## src/rtl/simt_mask_pkg.sv

```systemverilog
package simt_mask_pkg;

  typedef enum logic [1:0] {
    OP_SAVE    = 2'd0,
    OP_RESTORE = 2'd1,
    OP_NARROW  = 2'd2,
    OP_BRANCH  = 2'd3
  } mask_op_e;

endpackage

```

## src/rtl/mask_entry_store.sv

```systemverilog
module mask_entry_store #(
  parameter int LANES = 32,
  parameter int AW    = 16,
  parameter int DEPTH = 6,
  parameter int CW    = $clog2(DEPTH + 1) + 1
) (
  input  logic             clk,
  input  logic             rst_n,
  input  logic [1:0]       wr_count,
  input  logic [LANES-1:0] wr0_mask,
  input  logic [AW-1:0]    wr0_addr,
  input  logic [LANES-1:0] wr1_mask,
  input  logic [AW-1:0]    wr1_addr,
  input  logic             rd_pop,
  output logic [LANES-1:0] top_mask,
  output logic [AW-1:0]    top_addr,
  output logic [CW-1:0]    level,
  output logic [CW-1:0]    free_slots
);

  localparam logic [CW-1:0] CAP = CW'(DEPTH);

  logic [LANES-1:0] mask_mem [DEPTH];
  logic [AW-1:0]    addr_mem [DEPTH];

  assign free_slots = CAP - level;

  always_comb begin
    top_mask = '0;
    top_addr = '0;
    for (int i = 0; i < DEPTH; i++) begin
      if (level == CW'(i + 1)) begin
        top_mask = mask_mem[i];
        top_addr = addr_mem[i];
      end
    end
  end

  always_ff @(posedge clk) begin
    for (int i = 0; i < DEPTH; i++) begin
      if (wr_count != 2'd0 && level == CW'(i)) begin
        mask_mem[i] <= wr0_mask;
        addr_mem[i] <= wr0_addr;
      end
      if (wr_count == 2'd2 && (level + CW'(1)) == CW'(i)) begin
        mask_mem[i] <= wr1_mask;
        addr_mem[i] <= wr1_addr;
      end
    end
  end

  always_ff @(posedge clk) begin
    if (!rst_n) begin
      level <= '0;
    end else begin
      level <= level + CW'(wr_count) - CW'(rd_pop);
    end
  end

endmodule

```

## src/rtl/mask_op_logic.sv

```systemverilog
module mask_op_logic
  import simt_mask_pkg::*;
#(
  parameter int LANES = 32,
  parameter int AW    = 16,
  parameter int CW    = 4
) (
  input  logic             op_valid,
  input  mask_op_e         op,
  input  logic [LANES-1:0] cond,
  input  logic [LANES-1:0] cur_mask,
  input  logic [AW-1:0]    addr_a,
  input  logic [AW-1:0]    addr_b,
  input  logic [CW-1:0]    level,
  input  logic [CW-1:0]    free_slots,
  input  logic [LANES-1:0] top_mask,
  input  logic [AW-1:0]    top_addr,
  output logic [1:0]       wr_count,
  output logic [LANES-1:0] wr0_mask,
  output logic [AW-1:0]    wr0_addr,
  output logic [LANES-1:0] wr1_mask,
  output logic [AW-1:0]    wr1_addr,
  output logic             rd_pop,
  output logic             mask_we,
  output logic [LANES-1:0] mask_d,
  output logic             redirect,
  output logic [AW-1:0]    redirect_addr,
  output logic             ovf_evt,
  output logic             udf_evt
);

  function automatic logic [LANES-1:0] lanes_taken(input logic [LANES-1:0] m,
                                                   input logic [LANES-1:0] c);
    return m & c;
  endfunction

  function automatic logic [LANES-1:0] lanes_else(input logic [LANES-1:0] m,
                                                  input logic [LANES-1:0] c);
    return m & ~c;
  endfunction

  function automatic logic [CW-1:0] slots_needed(input mask_op_e o,
                                                 input logic [LANES-1:0] t,
                                                 input logic [LANES-1:0] e);
    if (o == OP_BRANCH && t != '0 && e != '0) return CW'(2);
    return CW'(1);
  endfunction

  logic [LANES-1:0] taken;
  logic [LANES-1:0] other;
  logic             room;
  logic             empty;

  assign taken = lanes_taken(cur_mask, cond);
  assign other = lanes_else(cur_mask, cond);
  assign room  = free_slots >= slots_needed(op, taken, other);
  assign empty = (level == '0);

  always_comb begin
    wr_count      = 2'd0;
    wr0_mask      = cur_mask;
    wr0_addr      = addr_a;
    wr1_mask      = other;
    wr1_addr      = addr_b;
    rd_pop        = 1'b0;
    mask_we       = 1'b0;
    mask_d        = cur_mask;
    redirect      = 1'b0;
    redirect_addr = top_addr;
    ovf_evt       = 1'b0;
    udf_evt       = 1'b0;
    if (op_valid) begin
      unique case (op)
        OP_SAVE: begin
          if (room) wr_count = 2'd1;
          else      ovf_evt  = 1'b1;
        end
        OP_RESTORE: begin
          if (!empty) begin
            rd_pop   = 1'b1;
            mask_we  = 1'b1;
            mask_d   = top_mask;
            redirect = 1'b1;
          end else begin
            udf_evt = 1'b1;
          end
        end
        OP_NARROW: begin
          mask_we = 1'b1;
          if (taken != '0) begin
            mask_d = taken;
          end else if (!empty) begin
            rd_pop   = 1'b1;
            mask_d   = top_mask;
            redirect = 1'b1;
          end else begin
            udf_evt = 1'b1;
            mask_d  = '0;
          end
        end
        OP_BRANCH: begin
          if (!room) begin
            ovf_evt = 1'b1;
          end else if (taken == '0) begin
            wr_count      = 2'd1;
            mask_we       = 1'b1;
            mask_d        = other;
            redirect      = 1'b1;
            redirect_addr = addr_b;
          end else if (other == '0) begin
            wr_count = 2'd1;
            mask_we  = 1'b1;
            mask_d   = taken;
          end else begin
            wr_count = 2'd2;
            mask_we  = 1'b1;
            mask_d   = taken;
          end
        end
        default: ;
      endcase
    end
  end

endmodule

```

## src/rtl/simt_mask_stack.sv

```systemverilog
module simt_mask_stack
  import simt_mask_pkg::*;
#(
  parameter int LANES = 32,
  parameter int DEPTH = 6,
  parameter int AW    = 16
) (
  input  logic             clk,
  input  logic             rst_n,
  input  logic             op_valid,
  input  logic [1:0]       op_code,
  input  logic [LANES-1:0] cond,
  input  logic [AW-1:0]    addr_a,
  input  logic [AW-1:0]    addr_b,
  output logic [LANES-1:0] exec_mask,
  output logic             pc_valid,
  output logic [AW-1:0]    pc_target,
  output logic             overflow,
  output logic             underflow
);

  localparam int CW = $clog2(DEPTH + 1) + 1;

  mask_op_e         op;
  logic [1:0]       wr_count;
  logic [LANES-1:0] wr0_mask, wr1_mask, top_mask, mask_d;
  logic [AW-1:0]    wr0_addr, wr1_addr, top_addr, redirect_addr;
  logic [CW-1:0]    level, free_slots;
  logic             rd_pop, mask_we, redirect, ovf_evt, udf_evt;

  assign op = mask_op_e'(op_code);

  mask_entry_store #(.LANES(LANES), .AW(AW), .DEPTH(DEPTH), .CW(CW)) u_store (
    .clk        (clk),
    .rst_n      (rst_n),
    .wr_count   (wr_count),
    .wr0_mask   (wr0_mask),
    .wr0_addr   (wr0_addr),
    .wr1_mask   (wr1_mask),
    .wr1_addr   (wr1_addr),
    .rd_pop     (rd_pop),
    .top_mask   (top_mask),
    .top_addr   (top_addr),
    .level      (level),
    .free_slots (free_slots)
  );

  mask_op_logic #(.LANES(LANES), .AW(AW), .CW(CW)) u_ops (
    .op_valid      (op_valid),
    .op            (op),
    .cond          (cond),
    .cur_mask      (exec_mask),
    .addr_a        (addr_a),
    .addr_b        (addr_b),
    .level         (level),
    .free_slots    (free_slots),
    .top_mask      (top_mask),
    .top_addr      (top_addr),
    .wr_count      (wr_count),
    .wr0_mask      (wr0_mask),
    .wr0_addr      (wr0_addr),
    .wr1_mask      (wr1_mask),
    .wr1_addr      (wr1_addr),
    .rd_pop        (rd_pop),
    .mask_we       (mask_we),
    .mask_d        (mask_d),
    .redirect      (redirect),
    .redirect_addr (redirect_addr),
    .ovf_evt       (ovf_evt),
    .udf_evt       (udf_evt)
  );

  always_ff @(posedge clk) begin
    if (!rst_n) begin
      exec_mask <= '1;
      pc_valid  <= 1'b0;
      pc_target <= '0;
      overflow  <= 1'b0;
      underflow <= 1'b0;
    end else begin
      if (mask_we) exec_mask <= mask_d;
      pc_valid <= redirect;
      if (redirect) pc_target <= redirect_addr;
      if (ovf_evt) overflow <= 1'b1;
      if (udf_evt) underflow <= 1'b1;
    end
  end

endmodule

```

## config.mk

```make
export PLATFORM = sky130hd
export DESIGN_NAME = simt_mask_stack
export DESIGN_NICKNAME = d
export VERILOG_FILES = /design/src/rtl/simt_mask_pkg.sv /design/src/rtl/mask_entry_store.sv /design/src/rtl/mask_op_logic.sv /design/src/rtl/simt_mask_stack.sv
export SDC_FILE = /design/constraint.sdc
export NUM_CORES = 1
export LEC_CHECK = 0
export BUFFER_PORTS_ARGS = -buffer_cell sky130_fd_sc_hd__buf_2
export CORE_ASPECT_RATIO = 0.6
export CORE_MARGIN = 1.5
export CORE_UTILIZATION = 45
export CTS_BUF_LIST = sky130_fd_sc_hd__clkbuf_4 sky130_fd_sc_hd__clkbuf_8
export DETAILED_ROUTE_END_ITERATION = 12
export GPL_TIMING_DRIVEN = 0
export SLEW_MARGIN = 15
export SYNTH_ARGS = -nofsm -noshare
export SYNTH_HDL_FRONTEND = slang
export SYNTH_HIERARCHICAL = 1
export SYNTH_SLANG_ARGS = --single-unit
```

## constraint.sdc

```tcl
create_clock -name clk -period 7.7 [get_ports clk]
set_clock_uncertainty 0.2 [all_clocks]
set_input_delay 0.77 -clock clk [delete_from_list [all_inputs] [get_ports clk]]
set_output_delay 0.77 -clock clk [all_outputs]
set_load 0.02 [all_outputs]
```

# Yosys cells after proc, flatten, opt, wreduce, memory -nomap -nowiden
# Memory sizes are Yosys's and may differ from the RTL's.
# Index checks and enable logic that the tools add are counted.
# totals
mem_count	2
mem_bits_rw	288
elab_cells	187
reg_bits	55
in_bits	69
output_inout_bits	51
# memory_table
name	depth	width	rd	rd_clocked_by_memory_dff	wr	line_no	text
u_store.mask_mem	6	32	6	0	2	mask_entry_store.sv:23	logic [LANES-1:0] mask_mem [DEPTH];
u_store.addr_mem	6	16	6	0	2	mask_entry_store.sv:24	logic [AW-1:0] addr_mem [DEPTH];
# op_classes
bitwise_logic	15
muxes	109
eq_ne	17
n_addsub	4
order_cmp	1
n_reduce_logical	33
# op_table
op	n
$mux 32	21
$mux 16	20
$reduce_or 32->1	4
$pmux 32 s3	1
$and 32x32->32	2
$logic_not 32->1	2
$reduce_bool 32->1	2
$reduce_or 16->1	4
$mux 1	48
$not 32->32	1
$mux 3	8
$eq 4x3->1 const B	5
$eq 4x2->1 const B	4
$logic_and 1x1->1	14
$or 1x1->1	12
$eq 4x1->1 const B	2
$logic_not 4->1	2
$mux 2	4
$mux 4	2
$eq 2x2->1 const B	3
$pmux 1 s3	2
$reduce_and 5->1	1
$add 4x1->4 const B	1
$add 4x2->4	1
12 further kinds	13

# Logic depth before layout (Yosys ltp)
# Gate-level depths: netlist (run 1).
# logic_depth
ltp_word	18
ltp_mapped	20
depth_no_buf	19

# Hierarchy
# The synthesis (run 1) kept the hierarchy.
# by_module_without_submodules
mod	area_each_um2	seq_area_each_um2	cells_per_inst	instances
mask_entry_store	15437.3	8728.4	1084	1
mask_op_logic	2721.4	0.0	412	1
simt_mask_stack	1845.5	1021.0	162	1

# Least setup slack after synthesis (run 1)
# No wires, ideal clock.
# synth_path
path_type	input -> register
start	input cond[10]
end	memory u_store.addr_mem[5][0], enable pin
setup_time_ns	0.520
path_slack_ns	0.566
arrival_ns	6.414
required_time_ns	6.980
n_path_buf	2
cell_stages	14
path_cell_list	a22oi_1 -> nand4_1 -> or4_1 -> buf_6 -> o21ai_0 -> inv_1 -> nand2_1 -> ha_1 -> nand2b_1 -> a2111oi_0 -> clkbuf_1 -> nor3_1 -> nor2_1 -> o21ai_0
# synth_rtl
item	line_no	text
from (decl)	simt_mask_stack.sv:12	input logic [LANES-1:0] cond,
to (decl)	mask_entry_store.sv:24	

==> results of run 1 <==
-- sequential cells by signal, indices dropped and copies added (netlist names) --
signal / cells
pc_valid: 1
underflow: 1
exec_mask: 32
u_store/addr_mem: 96
u_store/mask_mem: 192
overflow: 1
pc_target: 16
u_store/level: 4
-- final timing paths --
check	slack (ns)	cells past startpoint	end
max	1.39	17	u_store/mask_mem[5][12]$_DFFE_PP_
max reg2reg	1.39	17	u_store/mask_mem[5][12]$_DFFE_PP_
min	0.24	2	u_store/level[0]$_SDFF_PN0_
min reg2reg	0.31	2	pc_target[8]$_SDFFE_PN0P_
-- report_power, final --
part | internal [mW] | switching [mW]
clock network | 0.839 | 0.757
registers | 2.10 | 0.0564
logic | 0.489 | 0.827
-- layout make-up --
type | count | area (um^2)
fillers | 3935 | 20900
flip-flops and latches | 343 | 9750
multi-input cells | 1094 | 9040
plain buffers | 203 | 1210
clock buffers | 80 | 976
repair buffers | 115 | 793
well taps | 579 | 724
clock inverters | 17 | 100
inverters | 18 | 67.6
diodes | 2 | 5.00
-- worst max-delay path, cell delays in order, from the launching register on --
cell and delay (ns):
dfxtp_1 0.45, nor2b_1 0.28, nor4_1 0.60, nand4_1 0.28
o21ai_0 0.37, inv_1 0.08, nand2_1 0.10, ha_1 0.23
nand2b_1 0.13, a2111oi_0 0.79, clkbuf_1 0.46, nor3_1 0.22
nor3_1 0.28, nand3_1 0.23, buf_2 0.33, buf_2 0.30
o21ai_4 0.35, buf_12 0.27
-- cell usage after synthesis (all sizes together) (4+ instances only) --
master  number
nand4        6
a22oi       39
o32ai       48
a22o        48
nand2b       5
inv         18
and3         4
xnor2       36
nor2b      146
nor4        10
clkbuf      77
a21oi       63
o21bai       4
a221oi      57
dfxtp       55
o211ai      23
o21ai       84
buf        126
nor3         7
mux2       304
and2         5
nand2      108
ha          20
mux2i       48
edfxtp     288
a31oi        9
-- metal layers --
layer	vias up	part of all wire [%]	GRT usage (%)	wire length, um
met5	-	0	0	0
met1	7507	45	43.8	30300
met2	812	42	40.7	28100
li1	6619	-	-	-
met3	132	11	7.71	7310
met4	0	2.8	8.46	1870
-- logic make-up after synthesis --
group | share of synthesized area (%)
AND/OR/NAND/NOR | 8.08
multiplexers | 20.4
adder cells (fa/ha/maj) | 1.35
AO/OA/AOI/OAI | 13.4
flip-flops | 48.7
buffers and inverters | 6.39
XOR/XNOR | 1.62
==> impl_metrics.csv, run 1 <==
group,metric,value,unit
power,power,5.07,mW
floorplanning,core_area,43600,um^2
place,place_area,21600,um^2
critical_path,cp-startpoint,"exec_mask[26]$_SDFFE_PN1P_",
final_layout,final_util,52.1,%
global_route,grt-ovfl-total,0,
detailed_routing,drc,1,
detailed_routing,drtIter0Drc,1806,
global_route,grt_pass1_vias,14700,
synthesis,ys.flop_type,"edfxtp_1",
clock_network,cts_resized,0,
final_layout,drive_above_1_share,34.1,%
clock_network,cts_tree,"built",
floorplanning,die_w,275,um
clock_network,clkSinkCount,343,
place,pre_cts_slack,1.27,ns
global_route,grt_pass1_wl,98000,um
timing,tightest_slew,1.07,ns
detailed_routing,wl_per_cell,27.5,um
power,p_leak,7.47,nW
clock_network,cts.clk_slew.worst_paths,0.07,ns
synthesis,syn-instance-count,1658,
outcome,failed_checks,"DRC",
place,dp_cells,2352,
place,place_congestion,0.938,
clock_network,ctsHoldBuffers,0,
synthesis,avgSynthCellArea,12.1,um^2
clock_network,insertion_delay,0.62,ns
timing,slew_violations,0,
clock_network,cts_max_path_buffers,3,
timing,period_minus_slack,6.31,ns
synthesis,synth.area.top_cells,"edfxtp_1 (43%), mux2_2 (14%), dfxtp_1 (5.5%), nor2b_1 (4.6%), mux2_4 (3.5%)",
synthesis,syn-num-nets,1748,
timing,period_share,81.9,%
synthesis,yosysSeqAreaShare,48.7,%
floorplanning,start_util,45.9,%
synthesis,syn-cell-area,20000,um^2
detailed_routing,first_pass_iters,12,
global_route,grt_usage,29.1,%
place,port_buffers,103,
power,peakVddDrop,0.133,mV
critical_path,r2r_start,"exec_mask[26]$_SDFFE_PN1P_",
final_layout,final_cells,2451,
detailed_routing,wirelength,67500,um
final_layout,layout_commonest_cell,"edfxtp_1",
clock_network,numCtsBuffers,53,
synthesis,synth_edf_count,288,
synthesis,yosysWarnings,6,
timing,setup_slack,1.39,ns
synthesis,synth_seq_cells,343,
synthesis,yosysTopAreaCell,"edfxtp_1",
floorplanning,die_h,166,um
final_layout,fin_area,22700,um^2
timing,fmax,158,MHz
timing,fin_tns_setup,0,ns
critical_path,cp_max_fo,19,
clock_network,cts-root-buf,"clkbuf_8",
clock_network,htree_levels,2,
floorplanning,fp-row-count,59,
hold_path,min_path_type,"in2reg",
floorplanning,io_pins,120,
final_layout,final_cell_mix,"edfxtp_1 (288), mux2_2 (252), nor2b_1 (146)",
power,powerDensity,223,nW/um^2
floorplanning,die_area,45800,um^2
hold_path,min_from,"rst_n",
place,dpl.hpwl,47000,um
detailed_routing,vias,15100,
critical_path,crit_path_end_kind,"register",
outcome,outcome,"complete, but fails checks",
timing,whs,0.238,ns
timing,finalSetupViolCount,0,
final_layout,final_nets,1918,
synthesis,synthArstFlopShare,0,%
detailed_routing,detail_route.vias_per_cell,6.15,
clock_network,postCtsSetupRepairBufs,0,
critical_path,crit_path_start_kind,"register",
critical_path,worstPathArrival,6.41,ns
final_layout,area_growth,13.3,%
timing,rsz0062_at_grt,"no",
synthesis,synth_top_area_share,43.2,%
critical_path,cp_data_required_time,7.80,ns
critical_path,critPathKind,"reg2reg",
global_route,grt_max_degree,23,
detailed_routing,final_antenna_net_count,0,
synthesis,yosysUniqueCellTypes,51,
job,drv_cap,0,
timing,maxSlewHeadroom,28.3,%
timing,hold_viol,0,
global_route,antenna_found_initial,3,
(Power assumes the default switching activity.)
==> inputs of run 2 (changes only) <==
- clock period: 7.7 -> 5.8 ns (I/O delays scaled with it)
==> impl_metrics.csv, run 2 (synthesis results as in run 1) <==
group,metric,value,unit
outcome,outcome,"complete, no violations",
detailed_routing,drtIter0Drc,1832,
place,dpl.hpwl,47100,um
final_layout,area_growth,13.8,%
detailed_routing,first_pass_iters,7,
place,dp_cells,2353,
global_route,grt_pass1_wl,97100,um
clock_network,numCtsBuffers,55,
timing,fmax,178,MHz
global_route,met3_usage,6.51,%
timing,finalSetupViolCount,0,
critical_path,crit_path_end_kind,"register",
hold_path,min_from,"rst_n",
detailed_routing,wl_per_cell,27.2,um
final_layout,largest_register_ffs,192,
timing,slew_violations,0,
clock_network,cts.clk_slew.worst_paths,0.06,ns
critical_path,crit_path_start_kind,"register",
final_layout,drive_above_1_share,34.4,%
critical_path,worstPathArrival,5.75,ns
detailed_routing,drc,0,
timing,maxSlewHeadroom,28.0,%
hold_path,min_path_type,"in2reg",
power,internal-power,4.64,mW
job,drv_cap,0,
power,p_clk_share,32.3,%
power,p_leak,7.52,nW
clock_network,cts_tree,"built",
clock_network,htree_levels,2,
detailed_routing,wirelength,66700,um
critical_path,r2r_cells,18,
global_route,grt.busiest_layer,"met1",
floorplanning,die_h,166,um
clock_network,insertion_delay,0.64,ns
power,seqPwrFrac,42.0,%
place,place_congestion,0.964,
floorplanning,fp-row-count,59,
global_route,grt-ovfl-total,0,
final_layout,layout_commonest_cell,"edfxtp_1",
global_route,antenna_found_initial,2,
global_route,grt_max_degree,25,
timing,period_minus_slack,5.63,ns
detailed_routing,final_antenna_net_count,0,
critical_path,cp-startpoint,"exec_mask[13]$_SDFFE_PN1P_",
timing,hold_viol,0,
power,powerDensity,299,nW/um^2
critical_path,endpoint,"u_store/mask_mem[5][28]$_DFFE_PP_",
critical_path,reg2reg_slack,0.17,ns
place,port_buffers,103,
critical_path,r2r_end,"u_store/mask_mem[5][28]$_DFFE_PP_",
global_route,gr-usage-met1,44.6,%
power,p_switching,2.16,mW
clock_network,ctsHoldBuffers,0,
power,peakVddDrop,0.174,mV
critical_path,critPathKind,"reg2reg",
floorplanning,die_area,45800,um^2
final_layout,largest-register,"u_store/mask_mem",
final_layout,final_nets,1922,
power,power_frac_comb,25.7,%
critical_path,r2r_start,"exec_mask[13]$_SDFFE_PN1P_",
critical_path,cp_data_required_time,5.92,ns
detailed_routing,vias,15100,
final_layout,reg_top3,"u_store/mask_mem x192, u_store/addr_mem x96, exec_mask x32",
timing,tightest_slew,1.08,ns
floorplanning,die_w,275,um
global_route,grt_usage,28.8,%
global_route,grt_pass1_vias,14200,
detailed_routing,detail_route.vias_per_cell,6.16,
global_route,globalRouteMet2Util,40.7,%
floorplanning,start_util,45.9,%
power,switching_share,31.8,%
final_layout,final_cells,2455,
clock_network,cts_max_path_buffers,3,
floorplanning,core_area,43600,um^2
final_layout,final_cell_mix,"edfxtp_1 (288), mux2_2 (252), nor2b_1 (146)",
clock_network,cts-root-buf,"clkbuf_8",
critical_path,cp_max_fo,17,
floorplanning,io_pins,120,
clock_network,clkSinkCount,343,
timing,period_share,97.1,%
power,power,6.80,mW
[run 2: worst min path at each step]
stage	to	slack, ns	cells after the start
finish	u_store/level[2]$_SDFF_PN0_	0.05	2
global route	u_store/level[3]$_SDFF_PN0_	0.05	2
CTS	u_store/level[2]$_SDFF_PN0_	0.02	2
detailed placement	pc_target[14]$_SDFFE_PN0P_	0.30	2
global placement	pc_target[12]$_SDFFE_PN0P_	0.29	2
floorplan	pc_target[0]$_SDFFE_PN0P_	0.39	2
[run 2: critical path, cell delays in order, from the launching register on]
cell	delay, ns
dfxtp_1	0.40
nor2b_1	0.29
nor4_1	0.49
nand4_1	0.32
o21ai_1	0.30
inv_1	0.08
nand2_1	0.10
ha_1	0.23
nand2b_1	0.18
a2111oi_4	0.47
clkbuf_2	0.33
nor3_1	0.16
nor3_1	0.27
nand3_1	0.27
buf_2	0.34
buf_2	0.29
o21ai_4	0.13
buf_16	0.20
buf_12	0.21
[run 2: layout make-up]
cell class                      instances  area (um^2)
Antenna cell                            2         5.00
Buffer                                203         1210
Clock buffer                           87         1020
Clock inverter                         12          100
Fill cell                            3864        20800
Inverter                               18         67.6
Multi-Input combinational cell       1094         9060
Sequential cell                       343         9750
Tap cell                              579          724
Timing Repair Buffer                  117          828
[run 2: routing by layer]
metal / wire [um] / vias up
met5: 0 / -
met4: 1230 / 0
li1: - / 6616
met2: 28000 / 797
met3: 6720 / 96
met1: 30800 / 7616
[run 2: power groups by stage]
| stage | registers, mW | logic (mW) | clock network, mW |
|---|---|---|---|
| after floorplan | 2.91 | 1.07 | 0 |
| after global routing | 2.87 | 1.84 | 2.34 |
| final | 2.86 | 1.75 | 2.20 |
| after detailed placement | 2.91 | 1.69 | 0 |
| after global placement | 2.92 | 1.63 | 0 |
| after CTS | 2.86 | 1.70 | 2.23 |
[run 2: through the flow]
step | util [%] | setup WS (ns) | TNS, ns | instance area, um^2 | hold slack [ns]
after floorplan | - | 0.0220 | 0 | 20000 | 0.389
after global placement | 48.8 | -3.32 | -722.25 | 21300 | 0.293
after detailed placement | 49.6 | -0.827 | -147.83 | 21600 | 0.297
after CTS | 52.2 | 0.141 | 0 | 22800 | 0.0248
after global routing | 52.3 | -0.00103 | -0.00352 | 22800 | 0.0456
final | 52.3 | 0.166 | 0 | 22800 | 0.0473
[run 2: what timing repair did]
action / 4_1_cts / 5_1_grt
endpoints found under the setup margin: 275 / 104
resized for setup: 3 / 3
setup buffers: 1 / 0
